**config.mk**
```make
export PLATFORM = sky130hd
export DESIGN_NAME = coh_line_ctrl
export DESIGN_NICKNAME = d
export VERILOG_FILES = /design/src/rtl/coh_line_pkg.sv /design/src/rtl/coh_victim_ptr.sv /design/src/rtl/coh_tag_match.sv /design/src/rtl/coh_rsp_delay.sv /design/src/rtl/coh_line_ctrl.sv
export SDC_FILE = /design/constraint.sdc
export NUM_CORES = 1
export LEC_CHECK = 0
export ABC_AREA = 1
export BUFFER_PORTS_ARGS = -buffer_cell sky130_fd_sc_hd__buf_4
export CORE_UTILIZATION = 40
export CTS_BUF_LIST = sky130_fd_sc_hd__clkbuf_8
export CTS_CLUSTER_DIAMETER = 80
export DETAILED_ROUTE_END_ITERATION = 12
export MAX_ROUTING_LAYER = met4
export PLACE_DENSITY = 0.67
export SLEW_MARGIN = 20
export SYNTH_ARGS = -nofsm -noshare
export SYNTH_HDL_FRONTEND = slang
export SYNTH_SLANG_ARGS = --single-unit
```
**constraint.sdc**
```tcl
create_clock -name clk -period 4.1 [get_ports clk]
set_input_delay 0.82 -clock clk [delete_from_list [all_inputs] [get_ports clk]]
set_output_delay 0.82 -clock clk [all_outputs]
set_load 0.03 [all_outputs]
```
**src/rtl/coh_line_pkg.sv**
```systemverilog
package coh_line_pkg;

   typedef struct packed {
      logic valid;
      logic writable;
      logic dirty;
   } line_st_t;

   typedef struct packed {
      logic supply;
      logic inhibit;
      logic shared;
   } snp_rsp_t;

   localparam int RSP_W = $bits(snp_rsp_t);

endpackage

```
**src/rtl/coh_victim_ptr.sv**
```systemverilog
module coh_victim_ptr #(
   parameter int NWAYS = 4,
   localparam int IDX_W = (NWAYS > 1) ? $clog2(NWAYS) : 1
) (
   input  logic             clk,
   input  logic             rst_n,
   input  logic             adv,
   output logic [IDX_W-1:0] ptr
);

   generate
      if ((NWAYS & (NWAYS - 1)) == 0) begin : g_pow2
         always_ff @(posedge clk) begin
            if (!rst_n)   ptr <= '0;
            else if (adv) ptr <= ptr + 1'b1;
         end
      end else begin : g_wrap
         always_ff @(posedge clk) begin
            if (!rst_n) ptr <= '0;
            else if (adv) begin
               if (ptr == IDX_W'(NWAYS - 1)) ptr <= '0;
               else                          ptr <= ptr + 1'b1;
            end
         end
      end
   endgenerate

endmodule

```
**src/rtl/coh_tag_match.sv**
```systemverilog
module coh_tag_match #(
   parameter int NWAYS = 4,
   parameter int TAG_W = 8,
   localparam int IDX_W = (NWAYS > 1) ? $clog2(NWAYS) : 1
) (
   input  logic [NWAYS-1:0]            way_valid,
   input  logic [NWAYS-1:0][TAG_W-1:0] way_tag,
   input  logic [TAG_W-1:0]            key,
   output logic                        hit,
   output logic [IDX_W-1:0]            idx
);

   always_comb begin
      hit = 1'b0;
      idx = '0;
      for (int i = NWAYS - 1; i >= 0; i--) begin
         if (way_valid[i] && (way_tag[i] == key)) begin
            hit = 1'b1;
            idx = IDX_W'(i);
         end
      end
   end

endmodule

```
**src/rtl/coh_rsp_delay.sv**
```systemverilog
module coh_rsp_delay #(
   parameter int LAT = 2,
   parameter int W   = 3
) (
   input  logic         clk,
   input  logic         rst_n,
   input  logic         in_valid,
   input  logic [W-1:0] in_data,
   output logic         out_valid,
   output logic [W-1:0] out_data
);

   logic [LAT-1:0]        v_q;
   logic [LAT-1:0][W-1:0] d_q;

   always_ff @(posedge clk) begin
      if (!rst_n) begin
         v_q <= '0;
         d_q <= '0;
      end else begin
         v_q[0] <= in_valid;
         d_q[0] <= in_valid ? in_data : '0;
         for (int i = 1; i < LAT; i++) begin
            v_q[i] <= v_q[i-1];
            d_q[i] <= d_q[i-1];
         end
      end
   end

   assign out_valid = v_q[LAT-1];
   assign out_data  = d_q[LAT-1];

endmodule

```
**src/rtl/coh_line_ctrl.sv**
```systemverilog
module coh_line_ctrl
   import coh_line_pkg::*;
#(
   parameter int NWAYS   = 4,
   parameter int TAG_W   = 8,
   parameter int HIT_LAT = 2
) (
   input  logic             clk,
   input  logic             rst_n,
   input  logic             fill_valid,
   input  logic [TAG_W-1:0] fill_tag,
   input  logic             fill_excl,
   input  logic             fill_shared,
   input  logic             snp_valid,
   input  logic [TAG_W-1:0] snp_tag,
   input  logic             snp_read,
   input  logic             snp_inv,
   input  logic             snp_excl,
   input  logic             wb_ack,
   output logic [NWAYS-1:0] line_valid,
   output logic [NWAYS-1:0] line_writable,
   output logic [NWAYS-1:0] line_dirty,
   output logic             wb_req,
   output logic [TAG_W-1:0] wb_tag,
   output logic             rsp_valid,
   output logic             rsp_supply,
   output logic             rsp_inhibit,
   output logic             rsp_shared
);

   localparam int IDX_W = (NWAYS > 1) ? $clog2(NWAYS) : 1;

   generate
      if (NWAYS < 2)   begin : g_bad_ways  $error("NWAYS must be at least 2");   end
      if (TAG_W < 1)   begin : g_bad_tag   $error("TAG_W must be at least 1");   end
      if (HIT_LAT < 1) begin : g_bad_lat   $error("HIT_LAT must be at least 1"); end
   endgenerate

   line_st_t                  st_q [NWAYS];
   logic [NWAYS-1:0][TAG_W-1:0] tag_q;
   logic                      wb_req_q;
   logic [TAG_W-1:0]          wb_tag_q;

   always_comb begin
      for (int i = 0; i < NWAYS; i++) begin
         line_valid[i]    = st_q[i].valid;
         line_writable[i] = st_q[i].writable;
         line_dirty[i]    = st_q[i].dirty;
      end
   end

   // fill side
   logic             f_hit;
   logic [IDX_W-1:0] f_idx;
   logic [IDX_W-1:0] vptr;
   logic [IDX_W-1:0] fill_way;
   logic             fill_go;
   logic             wb_launch;
   line_st_t         fill_st;

   coh_tag_match #(.NWAYS(NWAYS), .TAG_W(TAG_W)) u_fill_match (
      .way_valid (line_valid),
      .way_tag   (tag_q),
      .key       (fill_tag),
      .hit       (f_hit),
      .idx       (f_idx)
   );

   coh_victim_ptr #(.NWAYS(NWAYS)) u_vptr (
      .clk   (clk),
      .rst_n (rst_n),
      .adv   (fill_go && !f_hit),
      .ptr   (vptr)
   );

   always_comb begin
      fill_go   = fill_valid && !snp_valid;
      fill_way  = f_hit ? f_idx : vptr;
      wb_launch = fill_go && !f_hit && st_q[vptr].valid && st_q[vptr].dirty;
      if (fill_excl)        fill_st = '{valid: 1'b1, writable: 1'b1, dirty: 1'b1};
      else if (!fill_shared) fill_st = '{valid: 1'b1, writable: 1'b1, dirty: 1'b0};
      else                  fill_st = '{valid: 1'b1, writable: 1'b0, dirty: 1'b0};
   end

   // snoop side
   logic             s_hit;
   logic [IDX_W-1:0] s_idx;
   logic             wb_hit;
   snp_rsp_t         s_rsp;
   line_st_t         s_cur;

   coh_tag_match #(.NWAYS(NWAYS), .TAG_W(TAG_W)) u_snp_match (
      .way_valid (line_valid),
      .way_tag   (tag_q),
      .key       (snp_tag),
      .hit       (s_hit),
      .idx       (s_idx)
   );

   always_comb begin
      s_cur  = st_q[s_idx];
      wb_hit = !s_hit && wb_req_q && (wb_tag_q == snp_tag);
      s_rsp  = '0;
      if (s_hit) begin
         s_rsp.supply  = s_cur.dirty && snp_read;
         s_rsp.inhibit = s_cur.dirty && snp_read;
         s_rsp.shared  = !snp_inv;
      end else if (wb_hit) begin
         s_rsp.supply  = snp_read;
         s_rsp.inhibit = snp_read;
         s_rsp.shared  = snp_read && !snp_excl;
      end
   end

   // state update
   always_ff @(posedge clk) begin
      if (!rst_n) begin
         for (int i = 0; i < NWAYS; i++) st_q[i] <= '0;
         tag_q    <= '0;
         wb_req_q <= 1'b0;
         wb_tag_q <= '0;
      end else begin
         if (snp_valid && s_hit) begin
            if (snp_inv)       st_q[s_idx]          <= '0;
            else if (snp_read) st_q[s_idx].writable <= 1'b0;
         end else if (fill_go) begin
            st_q[fill_way]  <= fill_st;
            tag_q[fill_way] <= fill_tag;
         end

         if (wb_launch) begin
            wb_req_q <= 1'b1;
            wb_tag_q <= tag_q[vptr];
         end else if (snp_valid && wb_hit && snp_inv) begin
            wb_req_q <= 1'b0;
         end else if (wb_ack) begin
            wb_req_q <= 1'b0;
         end
      end
   end

   assign wb_req = wb_req_q;
   assign wb_tag = wb_tag_q;

   // response pipeline
   snp_rsp_t out_rsp;

   coh_rsp_delay #(.LAT(HIT_LAT), .W(RSP_W)) u_rsp_dly (
      .clk       (clk),
      .rst_n     (rst_n),
      .in_valid  (snp_valid),
      .in_data   (s_rsp),
      .out_valid (rsp_valid),
      .out_data  (out_rsp)
   );

   assign rsp_supply  = out_rsp.supply;
   assign rsp_inhibit = out_rsp.inhibit;
   assign rsp_shared  = out_rsp.shared;

endmodule

```
==> flow_summary.toml <==
[detailed_routing]
drcViolationCount = 0
final_antenna_net_count = 0
routed_wl_um = 14720
drt-initial-drc-count = 395
via_count = 4569
wl_per_cell_um = 16.48
via_per_inst = 5.116
firstDrtPassIters = 6

[grt]
grt_max_degree = 52
track_usage = 0.2834
grt_pass1_vias = 4278
grt_pass1_wl_um = 23030
grtUsageMet2 = 0.4346
met3_usage = 0.04844
grt_util_met1 = 0.3762
grt-ovfl-total = 0
antenna_found_initial = 0
top_usage_layer = "met2"

[clock_tree]
hold_buffers = 0
cts_tree = "built"
htree_levels = 3
cts_root_buf = "clkbuf_8"
clkTransAtPathRegs_ns = 0.07
cts_resized = 0
clkLatencyLatePin_ns = 0.37
post_cts_buffers = 0
cts_buffers = 9
numClockSinks = 63
clock_path_buffers = 2

[critical_path]
cp-start-kind = "input port"
crit_top_cell = "nand2_1"
worstPathCellList = "buf_4 -> inv_1 -> nand2_1 -> nand2_1 -> nor2_1 -> nand2_1 -> nor2_1 -> nand2_1 -> o21ai_2 -> inv_1 -> a21boi_1 -> nand2_1 -> nand2_1 -> nand3_1 -> nand2_1"
crit_required_ns = 4.18
timing_worst_setup_path_type = "in -> reg"
end_kind = "register"
max_stage_delay_ns = 0.28
cpMaxStageDelayCell = "a21boi_1"
arrival_ns = 2.66
cp_max_fo = 8

[logic_synthesis]
synth_top_area_cell = "dfxtp_1"
synth_seq_area_share = 0.3199
netlist_top_cells_area = "dfxtp_1 24%, nand2_1 17%, nor2_1 13%"
ys_types = 39
synth.ff_latch_count = 63
synth.net_count = 738
syn-cell-area_sq_um = 4318
synth_top_area_frac = 0.2365
synth_warnings = 0
async_flop_share = 0
syn_area_per_cell_sq_um = 6.064
ys.flop_type = "dfxtp_1"
synth-edff-count = 12
synth_cells = 712

[cells_and_area]
final_common_cell = "nand2_1"
stdcell_count = 893
final_cell_mix = "194 x nand2_1, 153 x nor2_1, 80 x inv_1, 51 x dfxtp_1, 51 x buf_4"
final_util = 0.4694
layout.nets = 778
area_delta_synth_final_pct = 13.24
drive_gt1_frac = 0.1242
n_antenna_cell = 0

[floorplan]
chipWidth_um = 105.9
die-area_sq_um = 11210
coreArea_sq_um = 10420
num_rows = 37
fp.dieH_um = 105.9
initial_core_util = 0.4145
pin_count = 51

[sta]
rsz0062_at_grt = "no"
finalHoldViolations = 0
setup_tns_ns = 0
tightest_slew_ns = 0.5614
period_share = 0.6292
max_freq_mhz = 387.6
relSlewSlack = 0.6257
setup_viol = 0
period_minus_slack_ns = 2.580
holdWs_ns = 0.4190
fin_skew_ns = 0.009781
slew_viol_final = 0

[run]
maxCapViolations = 0

[pwr]
power.leakage_nw = 2.315
vdd.ir_drop.worst_uv = 161.7
fin_total_pwr_mw = 1.429
pwr_density_cell_nw_per_um2 = 292.2

[place]
gp_congestion = 1.004
portBuffers = 50
hpwl_um = 11360
dp.cells = 877

[run_status]
status = "complete, no violations"

[min_path]
holdCritPathClass = "reg -> reg"
==> through the flow <==
stage | cell area (sq um) | setup WS (ns)
final | 4890 | 1.520
after global routing | 4890 | 1.356
after CTS | 4890 | 1.562
after detailed placement | 4733 | 1.161
after global placement | 4733 | 1.174
after floorplan | 4318 | 1.703
==> registers in the layout, indices dropped and copies added (netlist names), named ones only <==
name,cells
st_q,12
tag_q,32
u_rsp_dly.d_q,2
u_rsp_dly.out_data,2
u_rsp_dly.v_q,2
u_vptr.ptr,2
wb_req,1
wb_tag,8
==> report_power, final <==
group / total [mW] / switching [mW] / internal, mW
sequential: 0.681 / 0.0287 / 0.652
clock: 0.475 / 0.266 / 0.208
combinational: 0.274 / 0.181 / 0.0925
==> critical path: cells and delay by family <==
family	cells	cell delay (ns)
compound gates	2	0.37
buf+inv	3	0.32
simple gates	10	1.13
==> synthesized netlist by cell type, types with 3 or more instances <==
cell type,number
nor2_1,153
nand3b_1,4
a21oi_1,33
inv_2,12
nand3_1,46
nand4_1,10
nor3_1,10
nor3b_1,3
nand3_2,3
xor2_1,10
buf_2,5
nor2_2,5
xnor2_1,10
nor4_1,4
o22ai_1,3
dfxtp_1,51
clkbuf_1,9
inv_1,79
buf_4,3
edfxtp_1,12
nand2_1,194
o21ai_0,30
==> cell type report <==
| cell class | count | area, sq um |
|---|---|---|
| multi-input cells | 535 | 2452 |
| fillers | 1117 | 5527 |
| inverters | 92 | 346.6 |
| repair buffers | 51 | 382.9 |
| well taps | 136 | 170.2 |
| flip-flops and latches | 63 | 1381 |
| clock buffers | 9 | 123.9 |
| clock inverters | 7 | 32.53 |
==> routing by layer <==
metal	wire length [um]	vias to the layer above	share of wire
met1	6792	2050	0.46
met2	6490	184	0.44
li1	-	2304	-
met5	0	-	0
met3	1058	31	0.072
met4	376	0	0.026
==> worst paths after layout <==
| kind | slack, ns | start | depth (start not counted) | end |
|---|---|---|---|---|
| max | 1.52 | snp_tag[3] | 15 | st_q[2][2] |
| max reg2reg | 1.59 | tag_q[1] | 12 | st_q[2][2] |
| min | 0.42 | u_rsp_dly.d_q[0] | 2 | u_rsp_dly.out_data[0] |
| min reg2reg | 0.42 | u_rsp_dly.d_q[0] | 2 | u_rsp_dly.out_data[0] |
==> cells by family after synthesis <==
family / share of synthesized area
buffers and inverters: 0.1121
flip-flops: 0.3199
AO/OA/AOI/OAI: 0.08780
AND/OR/NAND/NOR: 0.4370
multiplexers: 0.002608
XOR/XNOR: 0.04057
Power figures use the tool's default switching activity.
